==> src/rtl/iocyc_pkg.sv <==
package iocyc_pkg;

  typedef enum logic [2:0] {
    ST_IDLE = 3'd0,
    ST_T1   = 3'd1,
    ST_T2   = 3'd2,
    ST_TW   = 3'd3,
    ST_T3   = 3'd4
  } cyc_state_e;

  // Decide whether the cycle stays in (or enters) a wait state at the end of
  // T2 or of a wait state. Shadow cycles never stretch.
  function automatic logic hold_in_wait(input logic internal,
                                        input logic prog_left,
                                        input logic wait_n);
    return !internal && (prog_left || !wait_n);
  endfunction

endpackage

==> src/rtl/iocyc_decode.sv <==
module iocyc_decode #(
  parameter int ADDR_W = 16,
  parameter int WIN_W  = 8,
  parameter int NREG   = 8,
  parameter int IDX_W  = $clog2(NREG)
) (
  input  logic [ADDR_W-1:0] addr,
  output logic              hit,
  output logic [IDX_W-1:0]  idx,
  output logic              idx_ok
);

  localparam logic [WIN_W:0] NREG_LIM = (WIN_W+1)'(NREG);

  always_comb begin
    hit    = (addr[ADDR_W-1:WIN_W] == '0);
    idx    = addr[IDX_W-1:0];
    idx_ok = hit && ({1'b0, addr[WIN_W-1:0]} < NREG_LIM);
  end

endmodule

==> src/rtl/iocyc_regfile.sv <==
module iocyc_regfile #(
  parameter int DATA_W = 8,
  parameter int NREG   = 8,
  parameter int IDX_W  = $clog2(NREG),
  parameter int WS_W   = 2
) (
  input  logic              clk,
  input  logic              rst_n,
  input  logic              wr_en,
  input  logic [IDX_W-1:0]  wr_idx,
  input  logic [DATA_W-1:0] wdata,
  input  logic [IDX_W-1:0]  rd_idx,
  output logic [DATA_W-1:0] rdata,
  output logic [WS_W-1:0]   ws_cfg
);

  logic [NREG-1:0][DATA_W-1:0] regs;

  for (genvar g = 0; g < NREG; g++) begin : g_reg
    always_ff @(posedge clk or negedge rst_n) begin
      if (!rst_n)
        regs[g] <= '0;
      else if (wr_en && (wr_idx == IDX_W'(g)))
        regs[g] <= wdata;
    end
  end

  assign rdata  = regs[rd_idx];
  assign ws_cfg = regs[0][WS_W-1:0];

  assert_ws_update_R10: assert property (@(posedge clk) disable iff (!rst_n)
    (wr_en && wr_idx == '0) |=> (ws_cfg == $past(wdata[WS_W-1:0])));

endmodule

==> src/rtl/iocyc_seq.sv <==
module iocyc_seq
  import iocyc_pkg::*;
#(
  parameter int WS_W = 2
) (
  input  logic            clk,
  input  logic            rst_n,
  input  logic            start,
  input  logic            internal,
  input  logic [WS_W-1:0] ws_cfg,
  input  logic            wait_n,
  output cyc_state_e      state,
  output logic            busy,
  output logic            strobe_on,
  output logic            done
);

  cyc_state_e      nxt;
  logic [WS_W-1:0] wcnt, wcnt_nxt;
  logic            prog_left;
  logic            stretch;

  assign prog_left = (wcnt != '0);
  assign stretch   = hold_in_wait(internal, prog_left, wait_n);

  always_comb begin
    nxt      = state;
    wcnt_nxt = wcnt;
    unique case (state)
      ST_IDLE: if (start) nxt = ST_T1;
      ST_T1: begin
        nxt      = ST_T2;
        wcnt_nxt = internal ? '0 : ws_cfg;
      end
      ST_T2, ST_TW: begin
        nxt = stretch ? ST_TW : ST_T3;
        if (stretch && prog_left) wcnt_nxt = wcnt - 1'b1;
      end
      ST_T3:   nxt = ST_IDLE;
      default: nxt = ST_IDLE;
    endcase
  end

  always_ff @(posedge clk or negedge rst_n) begin
    if (!rst_n) begin
      state <= ST_IDLE;
      wcnt  <= '0;
    end else begin
      state <= nxt;
      wcnt  <= wcnt_nxt;
    end
  end

  assign busy      = (state != ST_IDLE);
  assign strobe_on = (state == ST_T2) || (state == ST_TW) || (state == ST_T3);
  assign done      = (state == ST_T3);

  assert_int_fixed_R5: assert property (@(posedge clk) disable iff (!rst_n)
    (state == ST_T2 && internal) |=> (state == ST_T3));

  assert_no_wait_internal_R5: assert property (@(posedge clk) disable iff (!rst_n)
    (busy && internal) |-> (state != ST_TW));

  assert_wait_extends_R6: assert property (@(posedge clk) disable iff (!rst_n)
    ((state == ST_T2 || state == ST_TW) && !internal && !prog_left && !wait_n)
      |=> (state == ST_TW));

  assert_ack_pulse_R9: assert property (@(posedge clk) disable iff (!rst_n)
    (state == ST_T3) |=> (state == ST_IDLE));

endmodule

==> src/rtl/iocyc_ctrl.sv <==
module iocyc_ctrl
  import iocyc_pkg::*;
#(
  parameter int ADDR_W = 16,
  parameter int EXT_W  = 19,
  parameter int DATA_W = 8,
  parameter int WIN_W  = 8,
  parameter int NREG   = 8,
  parameter int WS_W   = 2
) (
  input  logic              clk,
  input  logic              rst_n,
  input  logic              req,
  input  logic [ADDR_W-1:0] addr,
  input  logic              we,
  input  logic [DATA_W-1:0] wdata,
  output logic              ack,
  output logic [DATA_W-1:0] rdata,
  output logic [EXT_W-1:0]  io_addr,
  output logic              io_en_n,
  output logic              io_rd_n,
  output logic              io_wr_n,
  output logic [DATA_W-1:0] io_dout,
  output logic              io_doe,
  input  logic [DATA_W-1:0] io_din,
  input  logic              io_wait_n
);

  localparam int IDX_W = $clog2(NREG);

  cyc_state_e        state;
  logic              busy, strobe_on, done, start;
  logic              dec_hit, dec_ok;
  logic [IDX_W-1:0]  dec_idx;
  logic [ADDR_W-1:0] c_addr;
  logic              c_we, c_int, c_ok;
  logic [DATA_W-1:0] c_wdata;
  logic [IDX_W-1:0]  c_idx;
  logic [DATA_W-1:0] reg_rd;
  logic [WS_W-1:0]   ws_cfg;
  logic              reg_wr;

  assign start = (state == ST_IDLE) && req;

  iocyc_decode #(.ADDR_W(ADDR_W), .WIN_W(WIN_W), .NREG(NREG), .IDX_W(IDX_W)) u_dec (
    .addr(addr), .hit(dec_hit), .idx(dec_idx), .idx_ok(dec_ok)
  );

  always_ff @(posedge clk or negedge rst_n) begin
    if (!rst_n) begin
      c_addr  <= '0;
      c_we    <= 1'b0;
      c_wdata <= '0;
      c_int   <= 1'b0;
      c_ok    <= 1'b0;
      c_idx   <= '0;
    end else if (start) begin
      c_addr  <= addr;
      c_we    <= we;
      c_wdata <= wdata;
      c_int   <= dec_hit;
      c_ok    <= dec_ok;
      c_idx   <= dec_idx;
    end
  end

  iocyc_seq #(.WS_W(WS_W)) u_seq (
    .clk(clk), .rst_n(rst_n), .start(start), .internal(c_int),
    .ws_cfg(ws_cfg), .wait_n(io_wait_n), .state(state), .busy(busy),
    .strobe_on(strobe_on), .done(done)
  );

  assign reg_wr = done && c_we && c_ok;

  iocyc_regfile #(.DATA_W(DATA_W), .NREG(NREG), .IDX_W(IDX_W), .WS_W(WS_W)) u_rf (
    .clk(clk), .rst_n(rst_n), .wr_en(reg_wr), .wr_idx(c_idx), .wdata(c_wdata),
    .rd_idx(c_idx), .rdata(reg_rd), .ws_cfg(ws_cfg)
  );

  always_comb begin
    io_addr = busy ? EXT_W'(c_addr) : '0;
    io_en_n = !strobe_on;
    io_rd_n = !(strobe_on && !c_we);
    io_wr_n = !(strobe_on && c_we);
    io_doe  = busy && c_we;
    io_dout = io_doe ? c_wdata : '0;
    ack     = done;
    rdata   = '0;
    if (done && !c_we)
      rdata = c_int ? (c_ok ? reg_rd : '0) : io_din;
  end

  assert_strobe_excl_R3: assert property (@(posedge clk) disable iff (!rst_n)
    !(!io_rd_n && !io_wr_n));

  assert_en_follows_R3: assert property (@(posedge clk) disable iff (!rst_n)
    (!io_rd_n || !io_wr_n) |-> !io_en_n);

  assert_addr_hold_R2: assert property (@(posedge clk) disable iff (!rst_n)
    strobe_on |-> $stable(io_addr));

  assert_drive_write_only_R4: assert property (@(posedge clk) disable iff (!rst_n)
    io_doe |-> io_rd_n);

endmodule

==> config.mk <==
export PLATFORM = sky130hd
export DESIGN_NAME = iocyc_ctrl
export DESIGN_NICKNAME = d
export VERILOG_FILES = /design/src/rtl/iocyc_pkg.sv /design/src/rtl/iocyc_decode.sv /design/src/rtl/iocyc_regfile.sv /design/src/rtl/iocyc_seq.sv /design/src/rtl/iocyc_ctrl.sv
export SDC_FILE = /design/constraint.sdc
export NUM_CORES = 1
export LEC_CHECK = 0
export BUFFER_PORTS_ARGS = -buffer_cell sky130_fd_sc_hd__buf_2
export CAP_MARGIN = 20
export CORE_ASPECT_RATIO = 2
export CORE_MARGIN = 4
export CORE_UTILIZATION = 40
export CTS_CLUSTER_DIAMETER = 200
export DETAILED_ROUTE_END_ITERATION = 6
export PLACE_DENSITY = 0.68
export SYNTH_ARGS = -nofsm -noshare
export SYNTH_HDL_FRONTEND = slang
export SYNTH_SLANG_ARGS = --single-unit
==> constraint.sdc <==
create_clock -name clk -period 5.6 [get_ports clk]
set_input_delay 1.12 -clock clk [delete_from_list [all_inputs] [get_ports clk]]
set_output_delay 1.12 -clock clk [all_outputs]
set_load 0.1 [all_outputs]
# Word-level counts from Yosys, hierarchy flattened
# Index checks and enable logic that the tools add are counted.
# word_totals
reg_bits	99
input_bits	37
out_inout_bits	40
word_cells	80
# classes
add_sub_neg	1
magnitude_cmp	2
n_eq_ne	13
n_mux	13
n_reduce_logical	35
# ops
operator	count
$mux W8	5
$bmux W8 S3	1
$logic_and A1 B1 Y1	18
$mux W16	1
$eq A3 B3 Y1 const B	5
$eq A3 B2 Y1 const B	4
$pmux W3 S3	1
$logic_not A8 Y1	1
$lt A8 B4 Y1 const B	1
$eq A3 B1 Y1 const B	2
$logic_not A1 Y1	6
$logic_not A3 Y1	2
$mux W3	2
$lt A3 B4 Y1 const B	1
$mux W2	2
$pmux W2 S2	1
$reduce_bool A2 Y1	2
$logic_or A1 B1 Y1	3
$reduce_bool A3 Y1	1
$ne A2 B1 Y1 const B	1
$ne A2 B2 Y1 const B	1
$reduce_and A2 Y1	1
$reduce_or A2 Y1	1
$sub A2 B1 Y2 const B	1

# Longest topological paths before layout
# depth
depth_word	6
mapped_depth	7
depth_no_buf	6

# By module
# From an unflattened synthesis, not the netlist that was laid out.
# unflattened
hier_cells	340
hier_area_um2	4869.7
# modules_own_cells
module	instances	cells_per_inst	area_per_inst_um2	seq_area_each_um2
iocyc_regfile	1	174	3007.9	1601.5
iocyc_ctrl	1	128	1507.7	750.7
iocyc_seq	1	30	289.0	125.1
iocyc_decode	1	8	65.1	0.0

# Worst setup path before layout
# No wires, ideal clock.
# synth_path
path_type	reg2out
from	register u_seq.state[1]
to	output port rdata[1]
t_arrival_ns	4.179
required_ns	4.480
path_slack_ns	0.301
path_stages_with_launch	6
path_buffers	1
cell_sequence	dfrtp_1 -> nor3b_4 -> nor2b_1 -> clkbuf_1 -> nand3_1 -> o21ai_0
# synth_via
elab_chain_len	3
# synth_rtl
element	line	source
from (decl)	iocyc_seq.sv:12	output cyc_state_e state,
from (signal assigned)	iocyc_seq.sv:49	state <= nxt;
$eq A3 B3 Y1	iocyc_seq.sv:56	assign done = (state == ST_T3);
net ack	iocyc_ctrl.sv:17	output logic ack,
$logic_and A1 B1 Y1	iocyc_ctrl.sv:89	if (done && !c_we)
$mux W8	iocyc_ctrl.sv:89	
to (decl)	iocyc_ctrl.sv:18	output logic [DATA_W-1:0] rdata,
# The timed path passes the listed nets, and every way through them passes these cells.

==> qor.txt <==
Run status: complete, no violations
Synth top area cells: dfrtp_1, mux2_2, mux4_2
Post-synthesis adder-cell area fraction: 0.002690
Design area: 5449 µm²
Clock tree root driver cell: clkbuf_16
Initial core utilization: 0.4097
Filler instances: 1,035
Reg clk slew, reported paths: 0.06 ns
Vias in the first global route: 3,373
Post-CTS setup buffer count: 0
Pwr dens: 602.4 nW/µm²
Yosys top cell by area: dfrtp_1
Clock skew: 0.006895 ns
GRT Overall Usage: 0.1708
Min cycle time layout: 3.880 ns
Pleak: 2.685 nW
Slew Viols, Final: 0
Cell area after synthesis: 4652 µm²
GPL Wtd Cong: 0.7868
Area growth syn-to-layout: 17.13%
Part of the cycle the worst path needs: 0.6929
Synth Area in XOR/XNOR: 0
Worst EP arrival: 2.76 ns
Timing-limited maximum frequency: 0.2577 GHz
Hold Fails Final Rpt: 0
CP Capture Type: output pin
Yosys top cell area share: 0.5164
Num CTS Buffers: 9
Total Wirelength: 11,190 µm
Critical Path RT: 4.48 ns
Core area: 11,350 µm²
Post-DP Area: 5112 µm²
Worst skew pair latency: 0.34 ns
Setup ws final: 1.720 ns
Reg area: 2402 µm²
Initial detailed-routing violation count: 187
First drt pass iteration count: 4
IO Pins: 77
Synth cell count leaders: dfrtp_1, mux2_2, and2_1, nand2_1
Hold Path Sink: u_rf.regs[62]$_DFFE_PN0P_
Avg WL per Cell: 19.73 µm
CTS tree: built
Maximum vdd drop: 0.7091 mV
Register-to-Register Setup Slack: 3.24 ns
DRC viols: 0
Post-CTS Resized: 0
Clk buf depth: 2
Worst R2R Path Depth: 4
Site row count: 55
First-pass GRT wire length: 17,750 µm
Slew HR: 0.3550
Placed cell count: 551
GR Overflow Total: 0
Fin Setup TNS: 0 ns
ANT cells: 0
Clock Sinks: 96
Initial antenna violation count: 0
Post-synthesis compound-gate area fraction: 0.03389
Most used flip-flop cell after synthesis: dfrtp_1
Hold WC Path Type: reg -> reg
Part of the Yosys area used for sequential elements: 0.5164
Reg-to-reg startpoint: c_addr[2]$_DFFE_PN0P_
Hold wc startpoint: u_rf.regs[62]$_DFFE_PN0P_
Die Wd: 84.26 µm
Die Area: 13,520 µm²
Max Cap Viol: 0
Final ANT Viol Nets: 0
CP startpoint kind: register
Fin nets: 458
Cell count after synthesis: 356
Setup violators final: 0
Mux cell area share after synthesis: 0.2932
Most frequent cell after synthesis: dfrtp_1
Worst-path maximum fanout: 21
Via Count: 3,096
Worst-margin pin slew: 0.9675 ns
Post-synthesis simple-gate area fraction: 0.1202
Crit Path Class: reg -> out
Unique masters post-synth: 42
WHS Path Cells: 1
Unrepaired setup endpoints after global routing: no
CTS H-Tree Depth: 3
Seq cells post-synth: 96
FF-to-FF End: u_rf.regs[18]$_DFFE_PN0P_
Ys Warns: 0
Largest family of logic cells by synthesized area: multiplexers
Ratio of cells with drive above 1 in the final layout: 0.4800
Post-DP HPWL: 7956 µm
Per-instance average area after synthesis: 13.07 µm²
Hold Buf Count CTS: 0
Die Y: 160.5 µm
Async SR Flop Fraction: 1.000
Non-filler instance count after layout: 567
Post-place setup slack: 2.032 ns
Vias per cell: 5.460
Post-synth EDFFs: 0
Multi-input gate area: 2105 µm²
IO buf count: 73
Largest net degree at the start of global routing: 57
## cell type report
class / instances / share of cell area
Clock buffer: 10 / 0.04202
Clock inverter: 6 / 0.01975
Inverter: 4 / 0.002755
Multi-Input combinational cell: 230 / 0.3862
Sequential cell: 96 / 0.4409
Tap cell: 142 / 0.03261
Timing Repair Buffer: 79 / 0.07577
## cells in the final DEF (no fill, tap or decap), types with 2 or more instances in the layout
cell type  instances
mux4_2            12
o31ai_1            3
nand2b_1           6
bufinv_16          3
buf_4              7
nand3_1            8
and2_1            16
dfrtp_1           96
nor2_1            10
nor3_1             6
clkbuf_16          9
nor2b_1            3
inv_1              4
and3_1             8
mux2_2            86
nor2_2             2
nor4_1             2
nor3b_4            2
conb_1             3
a21oi_1           12
mux2_1             4
nand2_1           15
buf_2             72
clkinv_2           2
mux2i_1            8
o21ai_0            7
a31oi_1            2
## worst max-delay path by stage
stage / startpoint / end / slack [ns] / cells past startpoint
after floorplan: u_seq.state[1]$_DFFE_PN0P_ / rdata[1] / 0.30 / 5
after global placement: c_addr[0]$_DFFE_PN0P_ / rdata[0] / 2.07 / 5
after detailed placement: c_addr[0]$_DFFE_PN0P_ / rdata[0] / 2.03 / 5
after CTS: c_addr[0]$_DFFE_PN0P_ / rdata[0] / 1.67 / 5
after global routing: c_addr[0]$_DFFE_PN0P_ / rdata[0] / 1.55 / 5
final: c_addr[0]$_DFFE_PN0P_ / rdata[0] / 1.72 / 5
## per-layer routing
metal | global-route usage | routed length, µm | vias to the layer above
met3 | 0.03131 | 344 | 16
met2 | 0.3162 | 6410 | 72
met5 | 0 | 0 | -
met4 | 0.07174 | 240 | 0
li1 | - | - | 1401
met1 | 0.1870 | 4190 | 1607
## power by group
group          internal [mW]  total (mW)  switching, mW  leakage, nW
Sequential             0.803       0.983          0.180         1.28
Combinational          0.354        1.61           1.25         1.24
Clock                  0.435       0.692          0.257        0.162
Total                   1.59        3.28           1.69         2.69
## logic make-up after synthesis
| kind of cell | after synthesis |
|---|---|
| buffers and inverters | 32 |
| DFF | 96 |
| AOI/OAI and AO/OA | 27 |
| muxes | 110 |
| other | 1 |
| adders and majority gates | 1 |
| and+or+nand+nor | 89 |
## through the flow
stage / util / power [mW] / hold slack [ns]
2_1_floorplan: - / 2.319 / 0.4589
3_3_place_gp: 0.4502 / 2.590 / 0.4737
3_5_place_dp: 0.4502 / 2.619 / 0.4807
4_1_cts: 0.4799 / 3.308 / 0.4958
5_1_grt: 0.4799 / 3.408 / 0.5075
6_report: 0.4799 / 3.283 / 0.4966
## critical path, stage by stage (launching register included)
cell and delay, ns:
dfrtp_1 0.97, buf_4 0.31, mux4_2 0.51, o31ai_1 0.25, a21oi_1 0.07, buf_2 0.30
## state kept, by name (all words and copies together) (netlist names)
register and count:
c_ok 1, c_we 1, u_seq.wcnt 2, c_wdata 8, u_rf.ws_cfg 2, c_addr 16
c_int 1, u_rf.regs 62, u_seq.state 3
(Power assumes the default switching activity.)
